[src/rtl/i2c_cmd_master.sv]
module i2c_cmd_master #(
  parameter int DIV_W = 7
) (
  input  logic             clk,
  input  logic             rst_n,
  input  logic             cmd_start,
  input  logic             cmd_stop,
  input  logic             cmd_rstart,
  input  logic             cmd_write,
  input  logic             cmd_read,
  input  logic             cmd_ack,
  input  logic [7:0]       tx_byte,
  input  logic             ack_val,
  input  logic [DIV_W-1:0] div_reload,
  input  logic             sda_in,
  output logic [7:0]       rx_byte,
  output logic             slave_ack,
  output logic             busy,
  output logic             done,
  output logic             scl_pull,
  output logic             sda_pull
);

  typedef enum logic [2:0] {OP_NONE, OP_START, OP_STOP, OP_RST, OP_WR, OP_RD, OP_ACK} op_t;

  op_t             op, op_sel;
  logic [DIV_W-1:0] qcnt;
  logic [1:0]      qph;
  logic [3:0]      bitn;
  logic            fin, ackv;
  logic [7:0]      shreg;
  logic [3:0]      nbits;
  logic            lastbit;

  always_comb begin
    op_sel = OP_NONE;
    if      (cmd_start)  op_sel = OP_START;
    else if (cmd_rstart) op_sel = OP_RST;
    else if (cmd_stop)   op_sel = OP_STOP;
    else if (cmd_write)  op_sel = OP_WR;
    else if (cmd_read)   op_sel = OP_RD;
    else if (cmd_ack)    op_sel = OP_ACK;
  end

  assign nbits   = (op == OP_WR) ? 4'd9 : (op == OP_RD) ? 4'd8 : 4'd1;
  assign lastbit = (bitn == nbits - 4'd1);

  always_ff @(posedge clk) begin
    if (!rst_n) begin
      op <= OP_NONE; qcnt <= '0; qph <= '0; bitn <= '0; fin <= 1'b0;
      ackv <= 1'b0; shreg <= '0; rx_byte <= '0; slave_ack <= 1'b0;
      busy <= 1'b0; done <= 1'b0; scl_pull <= 1'b0; sda_pull <= 1'b0;
    end else begin
      done <= 1'b0;
      if (!busy) begin
        if (op_sel != OP_NONE) begin
          op <= op_sel; busy <= 1'b1; qcnt <= '0; qph <= '0; bitn <= '0;
          fin <= 1'b0; shreg <= tx_byte; ackv <= ack_val;
        end
      end else if (qcnt != '0) begin
        qcnt <= qcnt - 1'b1;
      end else begin
        qcnt <= div_reload;
        if (fin) begin
          busy <= 1'b0; done <= 1'b1; op <= OP_NONE;
        end else begin
          unique case (op)
            OP_START: begin
              if (qph == 2'd0) begin scl_pull <= 1'b0; sda_pull <= 1'b0; end
              if (qph == 2'd2) sda_pull <= 1'b1;
            end
            OP_STOP: begin
              if (qph == 2'd0) scl_pull <= 1'b1;
              if (qph == 2'd1) sda_pull <= 1'b1;
              if (qph == 2'd2) scl_pull <= 1'b0;
              if (qph == 2'd3) sda_pull <= 1'b0;
            end
            OP_RST: begin
              if (qph == 2'd0) scl_pull <= 1'b1;
              if (qph == 2'd1) sda_pull <= 1'b0;
              if (qph == 2'd2) scl_pull <= 1'b0;
              if (qph == 2'd3) sda_pull <= 1'b1;
            end
            OP_WR: begin
              if (qph == 2'd0) scl_pull <= 1'b1;
              if (qph == 2'd1) sda_pull <= lastbit ? 1'b0 : ~shreg[7];
              if (qph == 2'd2) scl_pull <= 1'b0;
              if (qph == 2'd3) begin
                if (lastbit) slave_ack <= sda_in;
                else         shreg <= {shreg[6:0], 1'b0};
              end
            end
            OP_RD: begin
              if (qph == 2'd0) scl_pull <= 1'b1;
              if (qph == 2'd1) sda_pull <= 1'b0;
              if (qph == 2'd2) scl_pull <= 1'b0;
              if (qph == 2'd3) begin
                shreg <= {shreg[6:0], sda_in};
                if (lastbit) rx_byte <= {shreg[6:0], sda_in};
              end
            end
            OP_ACK: begin
              if (qph == 2'd0) scl_pull <= 1'b1;
              if (qph == 2'd1) sda_pull <= ~ackv;
              if (qph == 2'd2) scl_pull <= 1'b0;
            end
            default: ;
          endcase
          qph <= qph + 2'd1;
          if (qph == 2'd3) begin
            bitn <= bitn + 4'd1;
            if (lastbit) fin <= 1'b1;
          end
        end
      end
    end
  end


  op_hold_chk: assert property (@(posedge clk) disable iff (!rst_n)
    busy && $past(busy) |-> $stable(op));


  done_pulse_chk: assert property (@(posedge clk) disable iff (!rst_n)
    done |=> !done);


  done_idle_chk: assert property (@(posedge clk) disable iff (!rst_n)
    done |-> !busy);


  line_hold_chk: assert property (@(posedge clk) disable iff (!rst_n)
    busy && $past(busy) && $past(qcnt) != '0 |-> $stable(scl_pull) && $stable(sda_pull));


  wr_sda_chk: assert property (@(posedge clk) disable iff (!rst_n)
    busy && op == OP_WR && !scl_pull && $past(!scl_pull) && $past(busy) |-> $stable(sda_pull));


  stop_end_chk: assert property (@(posedge clk) disable iff (!rst_n)
    $fell(busy) && $past(op) == OP_STOP |-> !scl_pull && !sda_pull);

endmodule

[config.mk]
export PLATFORM = sky130hd
export DESIGN_NAME = i2c_cmd_master
export DESIGN_NICKNAME = d
export VERILOG_FILES = /design/src/rtl/i2c_cmd_master.sv
export SDC_FILE = /design/constraint.sdc
export NUM_CORES = 1
export LEC_CHECK = 0
export CORE_MARGIN = 2
export CORE_UTILIZATION = 63
export CTS_CLUSTER_DIAMETER = 100
export DETAILED_ROUTE_END_ITERATION = 8
export DONT_BUFFER_PORTS = 1
export PLACE_DENSITY_LB_ADDON = 0.1
export SLEW_MARGIN = 0
export SYNTH_ARGS = -nofsm -noshare
export SYNTH_HDL_FRONTEND = slang
export SYNTH_SLANG_ARGS = --single-unit
[constraint.sdc]
create_clock -name clk -period 2.25 [get_ports clk]
set_input_delay 0.1125 -clock clk [delete_from_list [all_inputs] [get_ports clk]]
set_output_delay 0.1125 -clock clk [all_outputs]
set_load 0.1 [all_outputs]
# [After elaboration in Yosys (flattened, before gate mapping)]
# Cells that the tools add are included.
[op_classes] addsub=4 eq_ne=24 n_mux=56 n_bitwise=6 n_reduce_logical=18
[ops] operator="$mux W8" count=7
[ops] operator="$mux W3" count=10
[ops] operator="$mux W4" count=7
[ops] operator="$mux W1" count=22
[ops] operator="$mux W7" count=3
[ops] operator="$reduce_and A6 Y1" count=3
[ops] operator="$pmux W8 S2" count=1
[ops] operator="$eq A3 B3 Y1 const B" count=3
[ops] operator="$ne A3 B3 Y1 const B" count=3
[ops] operator="$mux W2" count=4
[ops] operator="$ne A2 B2 Y1 const B" count=4
[ops] operator="$reduce_and A8 Y1" count=1
[ops] operator="$reduce_and A7 Y1" count=1
[ops] operator="$reduce_bool A7 Y1" count=1
[ops] operator="$sub A7 B1 Y7 const B" count=1
[ops] operator="$eq A3 B2 Y1 const B" count=2
[ops] operator="$ne A2 B1 Y1 const B" count=3
[ops] operator="$ne A3 B1 Y1 const B" count=2
[ops] operator="$ne A3 B2 Y1 const B" count=2
[ops] operator="$not A1 Y1" count=6
[ops] operator="$pmux W1 S6" count=1
[ops] operator="$reduce_and A3 Y1" count=2
[ops] operator="$reduce_bool A6 Y1" count=1
[ops] operator="$reduce_or A5 Y1" count=1
[ops] operator="other kinds (14)" count=17
[word_totals] regBits=39 input_bits=25 out_inout_bits=13 elab_cells=121

# [Depth between registers and ports, before layout]
[depth] ltp_word=11 depth_mapped=8

# [Least setup slack after synthesis]
# Ideal clock, no wire load.
[synth_path] path_type="reg2reg" startpoint="register busy" endpoint="register shreg[0]" setup_time_ns=0.072 t_arrival_ns=2.350 path_slack_ns=-0.171 path_stages_with_launch=7 n_path_buf=2 period_less_slack_ns=2.421 path_cell_list="dfxtp_1 -> buf_2 -> and4bb_1 -> buf_4 -> nand3_2 -> o31ai_4 -> mux2i_1"
[synth_via] elab_chain_cells=2 word_cells_on_any_way=9 classes_between="eq/ne (6); mux (1); reduce/logical (2)"
[synth_rtl] item="start: declaration" line="18" text="output logic busy,"
[synth_rtl] item="start signal: assignment" line="52" text="busy <= 1'b0; done <= 1'b0; scl_pull <= 1'b0; sda_pull <= 1'b0;"
[synth_rtl] item="start signal: assignment" line="57" text="op <= op_sel; busy <= 1'b1; qcnt <= '0; qph <= '0; bitn <= '0;"
[synth_rtl] item="start signal: assignment" line="65" text="busy <= 1'b0; done <= 1'b1; op <= OP_NONE;"
[synth_rtl] item="$ne A3 B2 Y1 (no line), or another cell as far along"
[synth_rtl] item="$reduce_and A7 Y1 (no line)"
[synth_rtl] item="end signal: assignment" line="90" text="else shreg <= {shreg[6:0], 1'b0};"
[synth_rtl] item="end signal: assignment" line="98" text="shreg <= {shreg[6:0], sda_in};"
[synth_rtl] item="end: declaration" line="31" text="logic [7:0] shreg;"
# Several ways; a longest one is shown, not always the timed one.
# A chain may end at the register's enable or synchronous reset.

# [Worst setup path after layout]
[layout_path] startpoint="register qcnt[0]" endpoint="register shreg[1]"
[layout_via] elab_chain_cells=3
[layout_rtl] item="start: declaration" line="27" text="logic [DIV_W-1:0] qcnt;"
[layout_rtl] item="start signal: assignment" line="61" text="qcnt <= qcnt - 1'b1;"
[layout_rtl] item="start signal: assignment" line="63" text="qcnt <= div_reload;"
[layout_rtl] item="$reduce_bool A7 Y1" line="60" text="end else if (qcnt != '0) begin"
[layout_rtl] item="$ne A2 B2 Y1 (no line)"
[layout_rtl] item="$reduce_and A7 Y1 (no line)"
# No other way between the ends.

==> impl_metrics.json <==
{
  "outcome": "finished, final reports clean",
  "synthMuxAreaShare_pct": 12.5,
  "yosysUniqueCellTypes": 56,
  "start_util_pct": 65.5,
  "wl_per_cell_um": 15.3,
  "clockRootBuffer": "clkbuf_4",
  "fill_cells": 285,
  "clk_pin_slew_ps": 130,
  "synthCells": 252,
  "synth-compound-area-share_pct": 15.5,
  "final_hold_viol_count": 0,
  "cts_setup_buffers": 0,
  "slew_violations": 0,
  "vias_per_cell": 5.85,
  "timing.final.ws_setup_ps": 219,
  "fin_nets": 300,
  "place_area_mm2": 0.00230,
  "die_w_um": 62.7,
  "tns_ps": 0,
  "maxCapViolations": 0,
  "grt_pass1_wl_um": 8160,
  "clockBufferDepth": 2,
  "switching_power_w": 0.000560,
  "clock_latency_ps": 350,
  "vdd.ir_drop.worst_mv": 0.765,
  "ff2ff_path_depth": 7,
  "dr_total_vias": 1849,
  "clock_sinks": 39,
  "p_per_area_mw_per_mm2": 713,
  "p_comb_share_pct": 26.6,
  "cts_resized": 0,
  "rows": 21,
  "start_kind": "register",
  "relSlewSlack_pct": 30.7,
  "ys_async_sr_fraction_pct": 0,
  "cts_made_buffers": 5,
  "regToRegStartpoint": "qcnt[0]",
  "first_iter_violations": 184,
  "rsz0062_at_grt": "no",
  "holdPathStages": 3,
  "cts_tree": "yes",
  "antenna_found_initial": 0,
  "syn_to_final_growth_pct": 12.2,
  "synth_top_flop_cell": "dfxtp_1",
  "r2r_slack_ps": 220,
  "cts_hold_buf": 4,
  "port-buffer-count": 0,
  "hp-start": "cmd_rstart",
  "core-area_mm2": 0.00331,
  "finClkSkew_ps": 12.7,
  "seq_area_frac_synth_pct": 36.0,
  "dp_worst_setup_slack_ps": 268,
  "worstMarginPinSlew_ps": 1040,
  "ctsHtreeMaxLevel": 2,
  "first_pass_iters": 4,
  "cp.arrival_ps": 2300,
  "cp-startpoint": "qcnt[0]",
  "max_freq_ghz": 0.492,
  "netlist_area_mm2": 0.00217,
  "synth_xor_area_share_pct": 1.21,
  "avgSynthCellArea_um2": 8.60,
  "setup_viol": 0,
  "track_usage_pct": 26.2,
  "path_max_fanout": 9,
  "fp.dieArea_mm2": 0.00393,
  "yosys_warnings": 0,
  "drive_gt1_share_pct": 18.1,
  "design_area_mm2": 0.00243,
  "clock_power_share_pct": 27.3,
  "period_share_pct": 90.3,
  "worstSetupEndpointType": "register",
  "cp.required_ps": 2520,
  "holdCritPathClass": "in2reg",
  "ios": 38,
  "final_util_pct": 73.4,
  "intPower_w": 0.00117,
  "fp.dieH_um": 62.7,
  "wirelength_um": 4840,
  "r2r-end": "shreg[1]",
  "dp_hpwl_um": 3290,
  "drc": 0,
  "path_class": "reg2reg",
  "synth_fa_ha_area_share_pct": 3.46,
  "synth_nets": 283,
  "gp_congestion": 0.873,
  "synth_edf_count": 0,
  "grt_max_degree": 31,
  "grt-ovfl-total": 0,
  "period_needed_ps": 2030,
  "p_sw_share_pct": 32.3,
  "synth_simple_gate_area_share_pct": 26.3,
  "p_leak_nw": 1.02,
  "ys_ff_latch": 39,
  "worstHoldEndpoint": "op[2]",
  "total_power_w": 0.00173,
  "p_seq_share_pct": 46.1,
  "antenna_cells": 0,
  "grt_pass1_vias": 1753,
  "ant_nets": 0,
  "synth_top_family_by_area": "simple AND/OR/NAND/NOR gates"
}
## power by group through the flow
| stage | sequential, W | combinational, W | clock [W] |
|---|---|---|---|
| 2_1_floorplan | 0.000809 | 0.000369 | 0 |
| 3_3_place_gp | 0.000807 | 0.000438 | 0 |
| 3_5_place_dp | 0.000811 | 0.000442 | 0 |
| 4_1_cts | 0.000797 | 0.000460 | 0.000484 |
| 5_1_grt | 0.000807 | 0.000524 | 0.000516 |
| 6_report | 0.000799 | 0.000462 | 0.000473 |
## routing by layer
layer | up-vias | wire length, um | GRT usage (%)
li1 | 943 | - | -
met1 | 828 | 2260 | 37.0
met2 | 69 | 2220 | 38.8
met3 | 9 | 276 | 4.86
met4 | 0 | 83 | 11.9
met5 | - | 0 | 0
## flip-flops by register name (all words and copies together), names as in the netlist, 2 cells and up
register	cells
shreg	8
op	3
rx_byte	8
qcnt	7
qph	2
bitn	4
## worst max path at each step
stage	end
finish	shreg[1]
global route	shreg[1]
CTS	shreg[1]
detailed placement	shreg[1]
global placement	shreg[6]
floorplan	shreg[0]
## area by class of cell
class                      count  area [um^2]  area share, %
clock buffer                   5         37.5           1.54
timing repair buffer          24          193           7.93
clock inverter                 3         43.8           1.80
tap                           46         57.6           2.37
multi-input combinational    189         1280           52.7
inverter                      10         37.5           1.54
sequential                    39          782           32.2
## cells by family after synthesis
family          after synthesis
simple gates                102
compound gates               52
flops                        39
mux                          26
buf+inv                      24
fa+ha+maj                     6
xor+xnor                      3
## cells in the mapped netlist, drive strengths merged (2+ instances only)
master / instances / area [um^2]
nor4: 2 / 27.5
a21o: 4 / 30.0
nand2: 37 / 139
nor2b: 2 / 12.5
dfxtp: 39 / 781
a211oi: 3 / 22.5
nand4: 3 / 18.8
clkbuf: 7 / 26.3
nor2: 12 / 45.0
and3: 7 / 46.3
o211ai: 2 / 15.0
inv: 9 / 33.8
a21oi: 20 / 100
nand2b: 2 / 12.5
buf: 7 / 42.5
and2: 2 / 12.5
nand3: 11 / 60.1
nand4b: 3 / 41.3
or3: 3 / 20.0
nor3b: 3 / 22.5
mux2i: 17 / 170
xor2: 2 / 17.5
o31ai: 2 / 28.8
and3b: 2 / 17.5
nor3: 6 / 30.0
o21ai: 11 / 55.1
mux2: 9 / 101
ha: 6 / 75.1
## placed cells by master (no fill, tap or decap), types with 4 or more instances in the layout
master	n
dfxtp_1	38
nand2_1	37
a21oi_1	20
buf_4	19
mux2i_1	17
nor2_1	12
o21ai_0	11
nand3_1	10
inv_1	9
mux2_2	9
nor3_1	6
ha_1	6
and3_1	5
clkbuf_4	5
dlygate4sd3_1	5
a21o_1	4
## worst max-delay path: stages (launching register included)
cell      delay, ps
dfxtp_1         360
inv_1            60
ha_1            220
and4bb_1        440
nand3_2         190
o31ai_4         240
buf_4           220
mux2i_1         230
## per-stage QoR
stage               cells  hold WS (ps)
finish                316          20.4
global route          316          26.6
CTS                   315          3.03
detailed placement    303           244
global placement      303           237
floorplan             252           274
Power figures use the tool's default switching activity.
